`src/rtl/alu_pkg.sv`:
```
package alu_pkg;

    // Operation codes; bit 2 doubles as the negate control
    typedef enum logic [2:0] {
        OP_AND  = 3'b000,
        OP_OR   = 3'b001,
        OP_ADD  = 3'b010,
        OP_SUB  = 3'b110,
        OP_SLT  = 3'b111
    } alu_op_e;

    // Per-slice result mux select
    typedef enum logic [1:0] {
        PICK_AND  = 2'b00,
        PICK_OR   = 2'b01,
        PICK_SUM  = 2'b10,
        PICK_LESS = 2'b11
    } slice_pick_e;

    typedef struct packed {
        logic       negate;
        logic [1:0] pick;
        logic       valid;
        logic       arith;
    } op_ctrl_t;

endpackage

```
`src/rtl/alu_op_decode.sv`:
```
module alu_op_decode
    import alu_pkg::*;
(
    input  logic [2:0] opcode_i,
    output logic       negate_o,
    output logic [1:0] pick_o,
    output logic       valid_o,
    output logic       arith_o
);

    op_ctrl_t ctrl_d;

    always_comb begin
        ctrl_d        = '0;
        ctrl_d.negate = opcode_i[2];
        ctrl_d.pick   = opcode_i[1:0];
        unique case (opcode_i)
            OP_AND, OP_OR: begin
                ctrl_d.valid = 1'b1;
                ctrl_d.arith = 1'b0;
            end
            OP_ADD, OP_SUB, OP_SLT: begin
                ctrl_d.valid = 1'b1;
                ctrl_d.arith = 1'b1;
            end
            default: begin
                ctrl_d.valid = 1'b0;
                ctrl_d.arith = 1'b0;
            end
        endcase
    end

    assign negate_o = ctrl_d.negate;
    assign pick_o   = ctrl_d.pick;
    assign valid_o  = ctrl_d.valid;
    assign arith_o  = ctrl_d.arith;

endmodule

```
`src/rtl/alu_bit_slice.sv`:
```
module alu_bit_slice
    import alu_pkg::*;
(
    input  logic       a_i,
    input  logic       b_i,
    input  logic       carry_i,
    input  logic       less_i,
    input  logic       negate_i,
    input  logic [1:0] pick_i,
    output logic       res_o,
    output logic       carry_o
);

    logic b_eff_d;
    logic sum_d;

    always_comb begin
        b_eff_d = b_i ^ negate_i;
        sum_d   = a_i ^ b_eff_d ^ carry_i;
        carry_o = (a_i & b_eff_d) | (a_i & carry_i) | (b_eff_d & carry_i);
        unique case (slice_pick_e'(pick_i))
            PICK_AND:  res_o = a_i & b_eff_d;
            PICK_OR:   res_o = a_i | b_eff_d;
            PICK_SUM:  res_o = sum_d;
            PICK_LESS: res_o = less_i;
            default:   res_o = 1'b0;
        endcase
    end

endmodule

```
`src/rtl/alu_msb_status.sv`:
```
module alu_msb_status (
    input  logic a_msb_i,
    input  logic b_msb_i,
    input  logic negate_i,
    input  logic carry_in_msb_i,
    input  logic carry_out_msb_i,
    output logic ovf_raw_o,
    output logic set_o
);

    logic sum_msb_d;

    always_comb begin
        // Signed overflow: carry into the sign slice differs from carry out
        ovf_raw_o = carry_in_msb_i ^ carry_out_msb_i;
        sum_msb_d = a_msb_i ^ (b_msb_i ^ negate_i) ^ carry_in_msb_i;
        // Sign of the true difference, corrected for wrap-around
        set_o     = sum_msb_d ^ ovf_raw_o;
    end

endmodule

```
`src/rtl/bitslice_alu.sv`:
```
module bitslice_alu
    import alu_pkg::*;
#(
    parameter int DATA_W = 32
) (
    input  logic [DATA_W-1:0] opa_i,
    input  logic [DATA_W-1:0] opb_i,
    input  logic [2:0]        opcode_i,
    output logic [DATA_W-1:0] result_o,
    output logic              zero_o,
    output logic              ovf_o,
    output logic              carry_o
);

    localparam int MSB = DATA_W - 1;

    typedef struct packed {
        logic [DATA_W-1:0] result;
        logic              zero;
        logic              ovf;
        logic              carry;
    } alu_out_t;

    logic              negate_w;
    logic [1:0]        pick_w;
    logic              valid_w;
    logic              arith_w;
    logic              set_w;
    logic              ovf_raw_w;
    logic [DATA_W-1:0] res_raw_w;
    alu_out_t          out_d;

    alu_op_decode u_dec (
        .opcode_i (opcode_i),
        .negate_o (negate_w),
        .pick_o   (pick_w),
        .valid_o  (valid_w),
        .arith_o  (arith_w)
    );

    for (genvar i = 0; i < DATA_W; i++) begin : g_slice
        logic cin_w;
        logic less_w;
        logic res_w;
        logic cout_w;
        if (i == 0) begin : g_lsb
            assign cin_w  = negate_w;
            assign less_w = set_w;
        end else begin : g_upper
            assign cin_w  = g_slice[i-1].cout_w;
            assign less_w = 1'b0;
        end
        alu_bit_slice u_bit (
            .a_i      (opa_i[i]),
            .b_i      (opb_i[i]),
            .carry_i  (cin_w),
            .less_i   (less_w),
            .negate_i (negate_w),
            .pick_i   (pick_w),
            .res_o    (res_w),
            .carry_o  (cout_w)
        );
        assign res_raw_w[i] = res_w;
    end

    alu_msb_status u_msb (
        .a_msb_i         (opa_i[MSB]),
        .b_msb_i         (opb_i[MSB]),
        .negate_i        (negate_w),
        .carry_in_msb_i  (g_slice[MSB].cin_w),
        .carry_out_msb_i (g_slice[MSB].cout_w),
        .ovf_raw_o       (ovf_raw_w),
        .set_o           (set_w)
    );

    always_comb begin
        out_d        = '0;
        out_d.result = valid_w ? res_raw_w : '0;
        out_d.ovf    = arith_w & ovf_raw_w;
        out_d.carry  = arith_w & g_slice[MSB].cout_w;
        out_d.zero   = ~|out_d.result;
    end

    assign result_o = out_d.result;
    assign zero_o   = out_d.zero;
    assign ovf_o    = out_d.ovf;
    assign carry_o  = out_d.carry;

    // Checks on the finished outputs against plain arithmetic
    always_comb begin
        if (opcode_i == OP_ADD)
            assert_add_sum_R2: assert (result_o == opa_i + opb_i)
                else $error("R2 add mismatch");
        if (opcode_i == OP_SUB)
            assert_sub_diff_R3: assert (result_o == opa_i - opb_i)
                else $error("R3 subtract mismatch");
        if (opcode_i == OP_SLT)
            assert_slt_upper_R4: assert (result_o[MSB:1] == '0)
                else $error("R4 compare upper bits set");
        if (opcode_i == OP_SUB)
            assert_eq_zero_R5: assert (zero_o == (opa_i == opb_i))
                else $error("R5 equality via zero flag wrong");
        if (opcode_i == OP_ADD && (opa_i[MSB] != opb_i[MSB]))
            assert_no_overflow_R7: assert (!ovf_o)
                else $error("R7 overflow on mixed-sign add");
        if (opcode_i == OP_AND || opcode_i == OP_OR)
            assert_logic_ovf_R8: assert (!ovf_o && !carry_o)
                else $error("R8 flags set on logic op");
        if (opcode_i == 3'b011 || opcode_i == 3'b100 || opcode_i == 3'b101)
            assert_unused_R9: assert (result_o == '0 && !ovf_o && zero_o)
                else $error("R9 unused code not cleared");
    end

endmodule

```
`config.mk`:
```
export PLATFORM = sky130hd
export DESIGN_NAME = bitslice_alu
export DESIGN_NICKNAME = d
export VERILOG_FILES = /design/src/rtl/alu_pkg.sv /design/src/rtl/alu_op_decode.sv /design/src/rtl/alu_bit_slice.sv /design/src/rtl/alu_msb_status.sv /design/src/rtl/bitslice_alu.sv
export SDC_FILE = /design/constraint.sdc
export NUM_CORES = 1
export LEC_CHECK = 0
export ABC_CLOCK_PERIOD_IN_PS = 14960
export BUFFER_PORTS_ARGS = -buffer_cell sky130_fd_sc_hd__buf_2
export CORE_ASPECT_RATIO = 0.6
export CORE_UTILIZATION = 40
export DETAILED_ROUTE_END_ITERATION = 10
export PLACE_DENSITY = 0.65
export SLEW_MARGIN = 20
export SYNTH_ARGS = -nofsm -noshare
export SYNTH_HDL_FRONTEND = slang
export SYNTH_SLANG_ARGS = --single-unit
```
`constraint.sdc`:
```
create_clock -name vclk -period 14.96
set_input_delay 1.496 -clock vclk [all_inputs]
set_output_delay 1.496 -clock vclk [all_outputs]
set_load 0.02 [all_outputs]
```
* Yosys cells after proc, flatten, opt, wreduce, memory -nomap -nowiden *
Cells that the tools add are included.

storage, ports and cells
  bits in registers = 0
  input port bits = 67
  word-level logic and storage cells = 339
  output and inout port bits = 35

cells by class
  bitwise logic cells = 292
  mux-type cells = 34
  equal/unequal tests = 7
  reductions and logical operators = 6

operators with widths
  operator                                        count
  case mux 1 bit (4 select lines)                 32
  AND 1 bit                                       98
  bitwise XOR 1 bit                               98
  OR 1 bit                                        96
  two-way mux 32 bit                              1
  OR reduction 32 bit                             1
  == test 3 bit (second input constant)           2
  == test 2 bit (second input constant)           2
  case mux 2 bit (2 select lines)                 1
  == test 3 x 1 -> 1 bit (second input constant)  1
  == test 3 x 2 -> 1 bit (second input constant)  1
  zero test 3 bit                                 1
  OR reduction 3 bit                              1
  == test 2 x 1 -> 1 bit (second input constant)  1
  zero test 2 bit                                 1
  OR reduction 2 bit                              1
  zero test 1 bit                                 1

* Depth between registers and ports, before layout *
  depth after elaboration = 103
  depth in mapped cells = 40
  mapped depth without buffers = 39

* Modules after synthesis *
From an unflattened synthesis, not the netlist that was laid out.

second synthesis, totals
  cells, all modules = 316
  area total of the unflattened synthesis = 3,213.1 µm²

by module, submodules not included
  module          cells an instance  seq. area each (µm²)  times used  area each (µm²)
  alu_bit_slice   8                  0.0                   32          87.6
  bitslice_alu    49                 0.0                   1           322.8
  alu_op_decode   7                  0.0                   1           52.6
  alu_msb_status  4                  0.0                   1           35.0

* Worst setup path after synthesis *
OpenSTA, ideal clock, no wires.

  path kind = input port to output port
  start = in opcode_i[2]
  end = out zero_o
  required time = 13,464 ps
  arrival time = 14,981 ps
  setup slack = -1,517 ps
  stages = 37
  path through = buf_2 -> buf_1 -> xor2_1 -> fa_1 -> fa_1 -> fa_1 -> fa_1 -> fa_1 -> fa_1 -> fa_1 -> fa_1 -> fa_1 -> fa_1 -> fa_1 -> fa_1 -> fa_1 -> fa_1 -> fa_1 -> fa_1 -> fa_1 -> fa_1 -> fa_1 -> fa_1 -> fa_1 -> fa_1 -> fa_1 -> fa_1 -> fa_1 -> fa_1 -> fa_1 -> fa_1 -> fa_1 -> fa_1 -> and2_1 -> a2111oi_0 -> nand4_1 -> nor4_2

on the way
  cells in the longest elaborated chain, start to end = 103
  elaborated cells on any way between the ends = 333
  those cells by class = eq/ne: 4; mux: 34; bitwise: 290; reduce/logical: 5

ends and longest elaborated chain
  item                             line                                      RTL
  from (decl)                      bitslice_alu.sv:8                         input logic [2:0] opcode_i,
  bitwise XOR 1 bit                alu_bit_slice.sv:18                       b_eff_d = b_i ^ negate_i;
  AND 1 bit                        alu_bit_slice.sv:20, alu_bit_slice.sv:22
  OR 1 bit (2 in a row)            alu_bit_slice.sv:20                       carry_o = (a_i & b_eff_d) | (a_i & carry_i) | (b_eff_d & carry_i);
  AND 1 bit                        alu_bit_slice.sv:20
  OR 1 bit (2 in a row)            alu_bit_slice.sv:20
  AND 1 bit                        alu_bit_slice.sv:20
  OR 1 bit (2 in a row)            alu_bit_slice.sv:20
  AND 1 bit                        alu_bit_slice.sv:20
  (+83 left out)                   -
  AND 1 bit                        alu_bit_slice.sv:20
  OR 1 bit (2 in a row)            alu_bit_slice.sv:20
  bitwise XOR 1 bit                alu_msb_status.sv:15                      ovf_raw_o = carry_in_msb_i ^ carry_out_msb_i;
  bitwise XOR 1 bit                alu_msb_status.sv:18                      set_o = sum_msb_d ^ ovf_raw_o;
  case mux 1 bit (4 select lines)  alu_bit_slice.sv:21                       unique case (slice_pick_e'(pick_i))
  two-way mux 32 bit (*)           bitslice_alu.sv:78                        out_d.result = valid_w ? res_raw_w : '0;
  OR reduction 32 bit (*)          bitslice_alu.sv:81                        out_d.zero = ~|out_d.result;
  zero test 1 bit (*)              bitslice_alu.sv:81
  to (decl)                        bitslice_alu.sv:10                        output logic zero_o,

Mark *: on every way between the ends. The rest lies on a longest branch, timed or not.

* Worst setup path in the final report *
Ends and elaborated chain as after synthesis.

==> reports/results.txt <==
Cell Area, Synth = 2999 um^2
post-synthesis sequential area ratio = 0
cell seen most often among critical-path stages = fa_2
row count = 24
DRC = 0
Worst Setup Start Kind = input pin
leakage power = 2.133 nW
total number of vias = 2636
Port Buf Inserts = 102
Synth cell types = 32
unrepaired setup endpoints after global routing = yes
Slowest Stage Delay on Critical Path = 420 ps
commonest non-fill, non-tap cell in the layout = buf_2
Post-DP HPWL = 5.965 mm
period utilisation layout = 1.021
Layout Nets = 627
relative slew slack = 0.3339
detailed-route wire length per cell = 12.64 um
min cycle time layout = 15280 ps
number of I/O pins = 102
max cap viols = 0
Hold-fix buffers, CTS = 0
worst slew pin tran = 999.2 ps
Peak VDD IR = 0.01990 mV
CORE AREA = 7267 um^2
failing checks = setup timing
initial core utilization = 0.4127
share of cells above drive strength 1 = 0.3810
area grow syn2layout = 28.16%
die area = 7859 um^2
initial DRC count = 102
vias in the first global route = 2417
hold path depth = 4
Finished Cell Area = 3844 um^2
total routed wirelength = 7.156 mm
Mapped Cells = 362
Routed Antenna Nets = 0
drt first pass iters = 4
critical path class = in -> out
CP Capture Type = primary output
fin util = 0.5289
Fin Hold WS = 3384 ps
highest-count cells in the layout ignoring fill and taps = buf_2, inv_1, ha_1, xor2_1, fa_2
Peak Freq = 0.06546 GHz
dpl cell area = 3760 um^2
status = complete, but fails checks
gr ovfl total = 0
final worst slack = -317.1 ps
min-delay worst type = in -> out
die height = 69.07 um
ANT cells = 0
FF/Latch Area = 0 um^2
global-route wire length before repair = 11.47 mm
worst endpoint required time = 13460 ps
Hold Vio Cnt, Final = 0
GP Congestion = 0.8110
Die Wd = 113.8 um
FF+latch count = 0
Slowest cell on crit path = fa_2
initial antenna violation count = 0
Post-Layout Cell Count = 566
DR vias/cell = 4.657
GRT Resource Usage Total = 0.1782
crit-path leading delay family = adder cells
# setup viols final = 1
CP Buf/Inv Count = 4
Crit. path cell count = 40
Yosys warning count = 0
Slew Limit Fails = 0
largest net degree at the start of global routing = 68
arrival time at the worst endpoint = 13780 ps
clkbuf count = 0
worst-path fanout max = 4
syn nets = 525
Pwr per Cell Area = 41.17 nW/um^2
Syn Area/Cell = 8.285 um^2
DP Cell Count = 565
==> cells in the mapped netlist, drive strengths merged <==
master	instances	share of area
nor4	1	0.0042
fa	32	0.21
nor3	1	0.0017
ha	64	0.27
a2111oi	5	0.015
a32o	13	0.043
and2	5	0.010
a21oi	14	0.023
nand4	3	0.0063
or4	2	0.0050
and2b	1	0.0025
a32oi	1	0.0029
a22o	1	0.0029
nor2	4	0.0050
a21o	10	0.025
o211ai	1	0.0025
or2	20	0.042
a211oi	4	0.010
a2bb2oi	1	0.0029
nand2b	29	0.060
nor3b	1	0.0025
buf	7	0.012
xor2	33	0.096
clkbuf	11	0.014
mux2i	2	0.0067
inv	70	0.088
o21ai	7	0.012
nand2	19	0.024
==> metal layers <==
metal,up-vias,global-route usage,part of all wire
li1,1319,-,-
met1,1211,0.2750,0.50
met2,96,0.2879,0.43
met3,10,0.007036,0.059
met4,0,0.008658,0.0068
met5,-,0,0
==> per-stage QoR <==
| step | power (W) | setup TNS [ps] | setup WS, ps |
|---|---|---|---|
| detailed placement | 0.0001534 | -509.4 | -451.6 |
| floorplan | 0.0001020 | 0 | 11.24 |
| global route | 0.0001778 | -912.6 | -665.7 |
| global placement | 0.0001497 | -316.3 | -316.3 |
| CTS | 0.0001553 | -454.5 | -417.7 |
| finish | 0.0001582 | -317.1 | -317.1 |
==> repair_timing <==
| item | CTS | global route |
|---|---|---|
| buffers inserted | 1 | 0 |
| resized for setup | 3 | 20 |
| pin swaps | 1 | 4 |
| endpoints found under the setup margin | 3 | 4 |
==> cell type report <==
type,count,area [um^2]
Tap cell,104,130.1
Timing Repair Buffer,118,661.9
Fill cell,731,3423
Inverter,70,262.8
Multi-Input combinational cell,274,2789
==> power by group <==
group | internal, W | switching (W)
clock | 0 | 0
sequential | 0 | 0
combinational | 0.0000688 | 0.0000894
==> worst paths after layout <==
kind	from	end
worst max-delay path	opcode_i[2]	zero_o
worst min-delay path	opcode_i[1]	result_o[0]
==> tightest hold or removal path, cell delays in order <==
cell	delay (ps)
buf_2	130
a2bb2oi_2	80
inv_2	70
buf_6	110
==> kinds of logic after synthesis <==
group / synth area share
AOI/OAI and AO/OA: 0.1393
xor gates and xnor gates: 0.09637
adders and majority gates: 0.4806
buffers and inverters: 0.1135
muxes: 0.006675
and+or+nand+nor: 0.1635
(Power assumes the default switching activity.)
